### src/rtl/dspi_pkg.sv
package dspi_pkg;
  localparam int unsigned WORD_W = 8;
  localparam int unsigned DEV_W  = 2;
  localparam int unsigned BEAT_W = $clog2(WORD_W);
  localparam logic [DEV_W-1:0] ALT_DEV = DEV_W'(2);

  typedef enum logic [1:0] {ST_IDLE, ST_LOW, ST_HIGH} phase_e;

  // index of the final beat of a byte: 8 beats single, 4 beats dual
  function automatic logic [BEAT_W-1:0] final_beat(input logic dual);
    return dual ? BEAT_W'(WORD_W/2 - 1) : BEAT_W'(WORD_W - 1);
  endfunction

  // select pattern {sel_a, sel_b} for an asserted target
  function automatic logic [1:0] select_pattern(input logic [DEV_W-1:0] dev);
    return (dev == ALT_DEV) ? 2'b10 : 2'b01;
  endfunction
endpackage

### src/rtl/dspi_phase_timer.sv
module dspi_phase_timer #(
  parameter int unsigned HALF_PERIOD = 4
) (
  input  logic clk,
  input  logic rst_n,
  input  logic run,
  output logic phase_end
);
  localparam int unsigned CW = (HALF_PERIOD > 1) ? $clog2(HALF_PERIOD) : 1;
  localparam logic [CW-1:0] TOP = CW'(HALF_PERIOD - 1);

  logic [CW-1:0] cnt;

  assign phase_end = run && (cnt == TOP);

  always_ff @(posedge clk or negedge rst_n) begin
    if (!rst_n)          cnt <= '0;
    else if (!run)       cnt <= '0;
    else if (cnt == TOP) cnt <= '0;
    else                 cnt <= cnt + 1'b1;
  end
endmodule

### src/rtl/dspi_shift_core.sv
module dspi_shift_core #(
  parameter int unsigned WORD_W = 8
) (
  input  logic              clk,
  input  logic              rst_n,
  input  logic              load,
  input  logic [WORD_W-1:0] load_word,
  input  logic              advance,
  input  logic              two_bit,
  input  logic              sample,
  input  logic              sdi,
  output logic              tx_hi,
  output logic              tx_lo,
  output logic [WORD_W-1:0] rx_word
);
  logic [WORD_W-1:0] tx_sh;

  assign tx_hi = tx_sh[WORD_W-1];
  assign tx_lo = tx_sh[WORD_W-2];

  always_ff @(posedge clk or negedge rst_n) begin
    if (!rst_n)       tx_sh <= '0;
    else if (load)    tx_sh <= load_word;
    else if (advance) tx_sh <= two_bit ? {tx_sh[WORD_W-3:0], 2'b00}
                                       : {tx_sh[WORD_W-2:0], 1'b0};
  end

  always_ff @(posedge clk or negedge rst_n) begin
    if (!rst_n)      rx_word <= '0;
    else if (sample) rx_word <= {rx_word[WORD_W-2:0], sdi};
  end
endmodule

### src/rtl/dspi_tx_master.sv
module dspi_tx_master
  import dspi_pkg::*;
#(
  parameter int unsigned HALF_PERIOD = 4
) (
  input  logic              clk,
  input  logic              rst_n,
  input  logic              in_valid,
  output logic              in_ready,
  input  logic [WORD_W-1:0] in_data,
  input  logic              in_dual,
  input  logic [DEV_W-1:0]  in_dev,
  input  logic              in_last,
  input  logic              in_rx,
  output logic              sclk,
  output logic              sdo,
  input  logic              sdi,
  output logic              sel_a,
  output logic              sel_b,
  output logic              sel_aux,
  output logic              rx_valid,
  output logic [WORD_W-1:0] rx_data
);
  phase_e            phase;
  logic              dual_q, last_q, rx_q;
  logic [BEAT_W-1:0] beat;
  logic              phase_end;
  logic              tx_hi, tx_lo;
  logic [WORD_W-1:0] rx_word;

  // named internal events
  logic accept, bit_rise, bit_fall, byte_done, active;
  assign active    = (phase != ST_IDLE);
  assign accept    = in_valid && (phase == ST_IDLE);
  assign bit_rise  = (phase == ST_LOW)  && phase_end;
  assign bit_fall  = (phase == ST_HIGH) && phase_end;
  assign byte_done = bit_fall && (beat == final_beat(dual_q));

  dspi_phase_timer #(.HALF_PERIOD(HALF_PERIOD)) u_timer (
    .clk(clk), .rst_n(rst_n), .run(active), .phase_end(phase_end)
  );

  dspi_shift_core #(.WORD_W(WORD_W)) u_shift (
    .clk(clk), .rst_n(rst_n),
    .load(accept), .load_word(in_data),
    .advance(bit_fall && !byte_done), .two_bit(dual_q),
    .sample(bit_rise), .sdi(sdi),
    .tx_hi(tx_hi), .tx_lo(tx_lo), .rx_word(rx_word)
  );

  assign in_ready = (phase == ST_IDLE);
  assign sdo      = active && tx_hi;
  assign sel_aux  = (active && dual_q) ? tx_lo : 1'b1;

  always_ff @(posedge clk or negedge rst_n) begin
    if (!rst_n) begin
      phase    <= ST_IDLE;
      dual_q   <= 1'b0;
      last_q   <= 1'b0;
      rx_q     <= 1'b0;
      beat     <= '0;
      sclk     <= 1'b0;
      sel_a    <= 1'b1;
      sel_b    <= 1'b1;
      rx_valid <= 1'b0;
      rx_data  <= '0;
    end else begin
      rx_valid <= 1'b0;
      unique case (phase)
        ST_IDLE: if (accept) begin
          phase          <= ST_LOW;
          dual_q         <= in_dual;
          last_q         <= in_last;
          rx_q           <= in_rx;
          beat           <= '0;
          sclk           <= 1'b0;
          {sel_a, sel_b} <= select_pattern(in_dev);
        end
        ST_LOW: if (bit_rise) begin
          sclk  <= 1'b1;
          phase <= ST_HIGH;
        end
        ST_HIGH: if (bit_fall) begin
          sclk <= 1'b0;
          if (byte_done) begin
            phase    <= ST_IDLE;
            rx_valid <= rx_q && !dual_q;
            rx_data  <= rx_word;
            if (last_q) {sel_a, sel_b} <= 2'b11;
          end else begin
            beat  <= beat + 1'b1;
            phase <= ST_LOW;
          end
        end
        default: phase <= ST_IDLE;
      endcase
    end
  end
endmodule

### config.mk
export PLATFORM = sky130hd
export DESIGN_NAME = dspi_tx_master
export DESIGN_NICKNAME = d
export VERILOG_FILES = /design/src/rtl/dspi_pkg.sv /design/src/rtl/dspi_phase_timer.sv /design/src/rtl/dspi_shift_core.sv /design/src/rtl/dspi_tx_master.sv
export SDC_FILE = /design/constraint.sdc
export NUM_CORES = 1
export LEC_CHECK = 0
export BUFFER_PORTS_ARGS = -buffer_cell sky130_fd_sc_hd__buf_2
export CAP_MARGIN = 20
export CORE_MARGIN = 2
export CORE_UTILIZATION = 55
export CTS_CLUSTER_DIAMETER = 30
export DETAILED_ROUTE_END_ITERATION = 10
export HOLD_SLACK_MARGIN = 0.03
export PLACE_DENSITY = 0.78
export REMOVE_ABC_BUFFERS = 1
export SYNTH_ARGS = -nofsm -noshare
export SYNTH_HDL_FRONTEND = slang
export SYNTH_SLANG_ARGS = --single-unit
export TNS_END_PERCENT = 20
### constraint.sdc
create_clock -name clk -period 3.5 [get_ports clk]
set_clock_uncertainty 0.15 [all_clocks]
set_input_delay 0.525 -clock clk [delete_from_list [all_inputs] [get_ports clk]]
set_output_delay 0.525 -clock clk [all_outputs]
set_load 0.1 [all_outputs]
==> impl_metrics.tcl <==
set metrics [dict create \
    path_buf_inv 1 \
    routed_wl_um 2838 \
    dieArea_um2 3747 \
    viasPerCell 5.153 \
    die_h_um 61.22 \
    clock_path_buffers 2 \
    n_antenna_cell 0 \
    netlist_area_um2 1800 \
    drtIter0Drc 20 \
    synth_ff_type "dfrtp_1" \
    synthTopCellsByArea "dfrtp_1, mux2_2, mux2_1, mux2_4, dfstp_2" \
    ys.warnings.count 0 \
    syn_to_final_growth_pct 11.81 \
    htree_levels 2 \
    crit_chain "nor2_1, or3b_2, buf_2" \
    fin_crit_ns 2.506 \
    cts_setup_buffers 0 \
    rsz0062_at_grt "no" \
    leakagePower_nw 1.010 \
    end_kind "output pin" \
    cp_slowest_cell "dfrtp_1" \
    place_area_um2 1953 \
    via_count 1046 \
    final_cell_area_um2 2013 \
    async_flop_share_pct 100.0 \
    drive_gt1_share_pct 46.54 \
    grt_max_degree 39 \
    synth_cell_types 31 \
    cpLargestDelayFamily "simple AND/OR/NAND/NOR gates" \
    combPwrFrac_pct 44.2 \
    avgSynthCellArea_um2 14.29 \
    synth.largest_area_cell "dfrtp_1" \
    clock.fmax_mhz 399.0 \
    worst-slew-pin-transition_ns 0.8215 \
    slew_headroom_pct 45.24 \
    r2r_setup_slack_ns 1.39 \
    r2r_end "u_shift.tx_sh[2]$_DFFE_PN0P_" \
    die_width_um 61.22 \
    numCtsBuffers 5 \
    max_stage_delay_ns 0.57 \
    yosys.area.top_type_share_pct 50.03 \
    critPathLaunchType "register" \
    synthTopCellsByCount "dfrtp_1, mux2_2, mux2_1" \
    cap_viol_max_count 0 \
    drt-wirelength-per-cell_um 13.98 \
    crit_required_ns 2.82 \
    synthCells 126 \
    portBuffers 31 \
    antenna_left 0 \
    power_frac_seq_pct 42.2 \
    grt_use_total_pct 17.87 \
    grt_pass1_vias 1086 \
    clock_sinks 38 \
    crit_fanout 10 \
    finalCritPeriodShare_pct 71.61 \
    grt.overflow.total 0 \
    io_pins 32 \
    synth_most_common_cell "dfrtp_1" \
    core_area_um2 3078 \
    drc 0 \
    cts_hold_buf 0 \
    setup_viol 0 \
    irDropWorstVdd_mv 0.5838 \
    antenna_found_initial 0 \
    fin_nets 177 \
    insertion_delay_ns 0.33 \
    hpwlAfterDp_um 2020 \
    initial_utilization_pct 58.50 \
    cts-root-buf "clkbuf_4" \
    clk_pin_slew_ns 0.10 \
    path_class "register to output pin" \
    grt_pass1_wl_um 4843 \
    status "finished, final reports clean" \
    p_int_w 0.0009970 \
    synth_seq_area_share_pct 52.95 \
    min_path_type "primary input to asynchronous set/reset pin" \
    netSwitchingFraction_pct 41.39 \
    synth-seq-cells 38 \
    arrival_ns 1.83 \
    tritoncts "yes" \
    gp_congestion 0.7309 \
    p_clk_share_pct 13.6 \
    cts.repair.resized 0 \
    slew_viol_final 0 \
    final_util_pct 65.41 \
    netSwitchingPower_w 0.0007041 \
    firstDrtPassIters 4 \
    std_cell_rows 20 \
    powerDensity_nw_per_um2 845.0 \
    hold_viol 0 \
    reg2reg_depth 3 \
    synth-edff-count 0 \
    r2r-start "phase[1]$_DFFE_PN0P_" \
]
==> power by group through the flow <==
stage	clock network, W	registers [W]	logic, W
floorplan	0	0.000797	0.000540
global placement	0	0.000715	0.000737
detailed placement	0	0.000724	0.000759
CTS	0.000242	0.000718	0.000760
global route	0.000262	0.000738	0.000808
finish	0.000231	0.000718	0.000752
==> registers in the layout, indices dropped and copies added, names as in the netlist, 2 cells and up <==
register,cells
u_timer.cnt,2
u_shift.tx_sh,8
beat,3
u_shift.rx_word,8
rx_data,8
phase,2
==> worst reg2reg max path, stage by stage (launching register included) <==
cell     delay (ns)
dfrtp_1        0.51
nor3b_4        0.69
mux2_2         0.41
mux2_4         0.25
==> cell type report <==
| cell class | instances | area [um^2] |
|---|---|---|
| fill | 268 | 1065 |
| sequential | 38 | 953.4 |
| multi-input combinational | 77 | 767.0 |
| timing repair buffer | 32 | 162.7 |
| clock buffer | 7 | 55.05 |
| tap | 44 | 55.05 |
| inverter | 4 | 15.01 |
| clock inverter | 1 | 5.005 |
==> placed cells by master, fill, tap and decap left out <==
cell type  synthesis  layout
mux2_1            14      14
clkbuf_1           0       1
mux2i_1            2       2
o211ai_1           1       1
or2_1              1       1
clkbuf_4           0       5
and4b_4            1       1
buf_4              2       1
nor3b_4            1       1
mux2_4             7       7
nor3b_1            1       1
buf_2              1      31
a2111oi_2          1       1
or3b_2             1       1
nor2b_1            4       4
nand3b_1           2       2
mux2_2            20      20
a22oi_1            1       1
clkinv_2           0       1
dfstp_2            2       2
clkbuf_8           0       1
nor2_1             5       5
a32oi_1            1       1
nor3_1             1       1
a211oi_2           1       1
nand2_1            3       3
o21ai_0            3       3
and3b_1            1       1
xor2_2             1       1
ha_1               2       2
inv_1              4       4
dfrtp_1           36      36
and2_1             1       1
nand2b_1           1       1
==> routing by layer <==
| metal | track usage [%] | part of all wire [%] | vias to the layer above |
|---|---|---|---|
| li1 | - | - | 504 |
| met3 | 4.622 | 4.7 | 4 |
| met1 | 21.95 | 45 | 513 |
| met2 | 30.24 | 49 | 25 |
| met4 | 6.832 | 1.4 | 0 |
| met5 | 0 | 0 | - |
==> worst max path at each step <==
stage                              start                      endpoint  slack (ns)  depth (start not counted)
floorplan           phase[1]$_DFFE_PN0P_                           sdo      -0.005                          2
global placement                in_valid  u_shift.tx_sh[4]$_DFFE_PN0P_        1.35                          4
finish              phase[0]$_DFFE_PN0P_                       sel_aux        0.99                          3
global route        phase[0]$_DFFE_PN0P_                       sel_aux        0.91                          3
CTS                 phase[0]$_DFFE_PN0P_                       sel_aux        0.99                          3
detailed placement              in_valid  u_shift.tx_sh[7]$_DFFE_PN0P_        1.31                          4
==> stage by stage <==
step	hold WS [ns]	total power (W)	std cells	TNS [ns]	setup slack [ns]
6_report	0.1279	0.001701	203	0	0.9937
5_1_grt	0.1670	0.001808	203	0	0.9052
4_1_cts	0.1509	0.001720	203	0	0.9862
3_5_place_dp	0.2940	0.001483	195	0	1.306
3_3_place_gp	0.2824	0.001451	195	0	1.348
2_1_floorplan	0.07941	0.001337	119	-0.005380	-0.005380
==> cell families (layout without fill, tap and decap cells) <==
group / Yosys count / in the layout / synth area share, %
multiplexers: 43 / 43 / 28.21
adder cells (fa/ha/maj): 2 / 2 / 1.390
buffers and inverters: 11 / 44 / 4.447
XOR/XNOR: 1 / 1 / 0.9036
flip-flops: 38 / 38 / 52.95
AND/OR/NAND/NOR: 23 / 23 / 8.409
AO/OA/AOI/OAI: 8 / 8 / 3.683
Power figures use the tool's default switching activity.
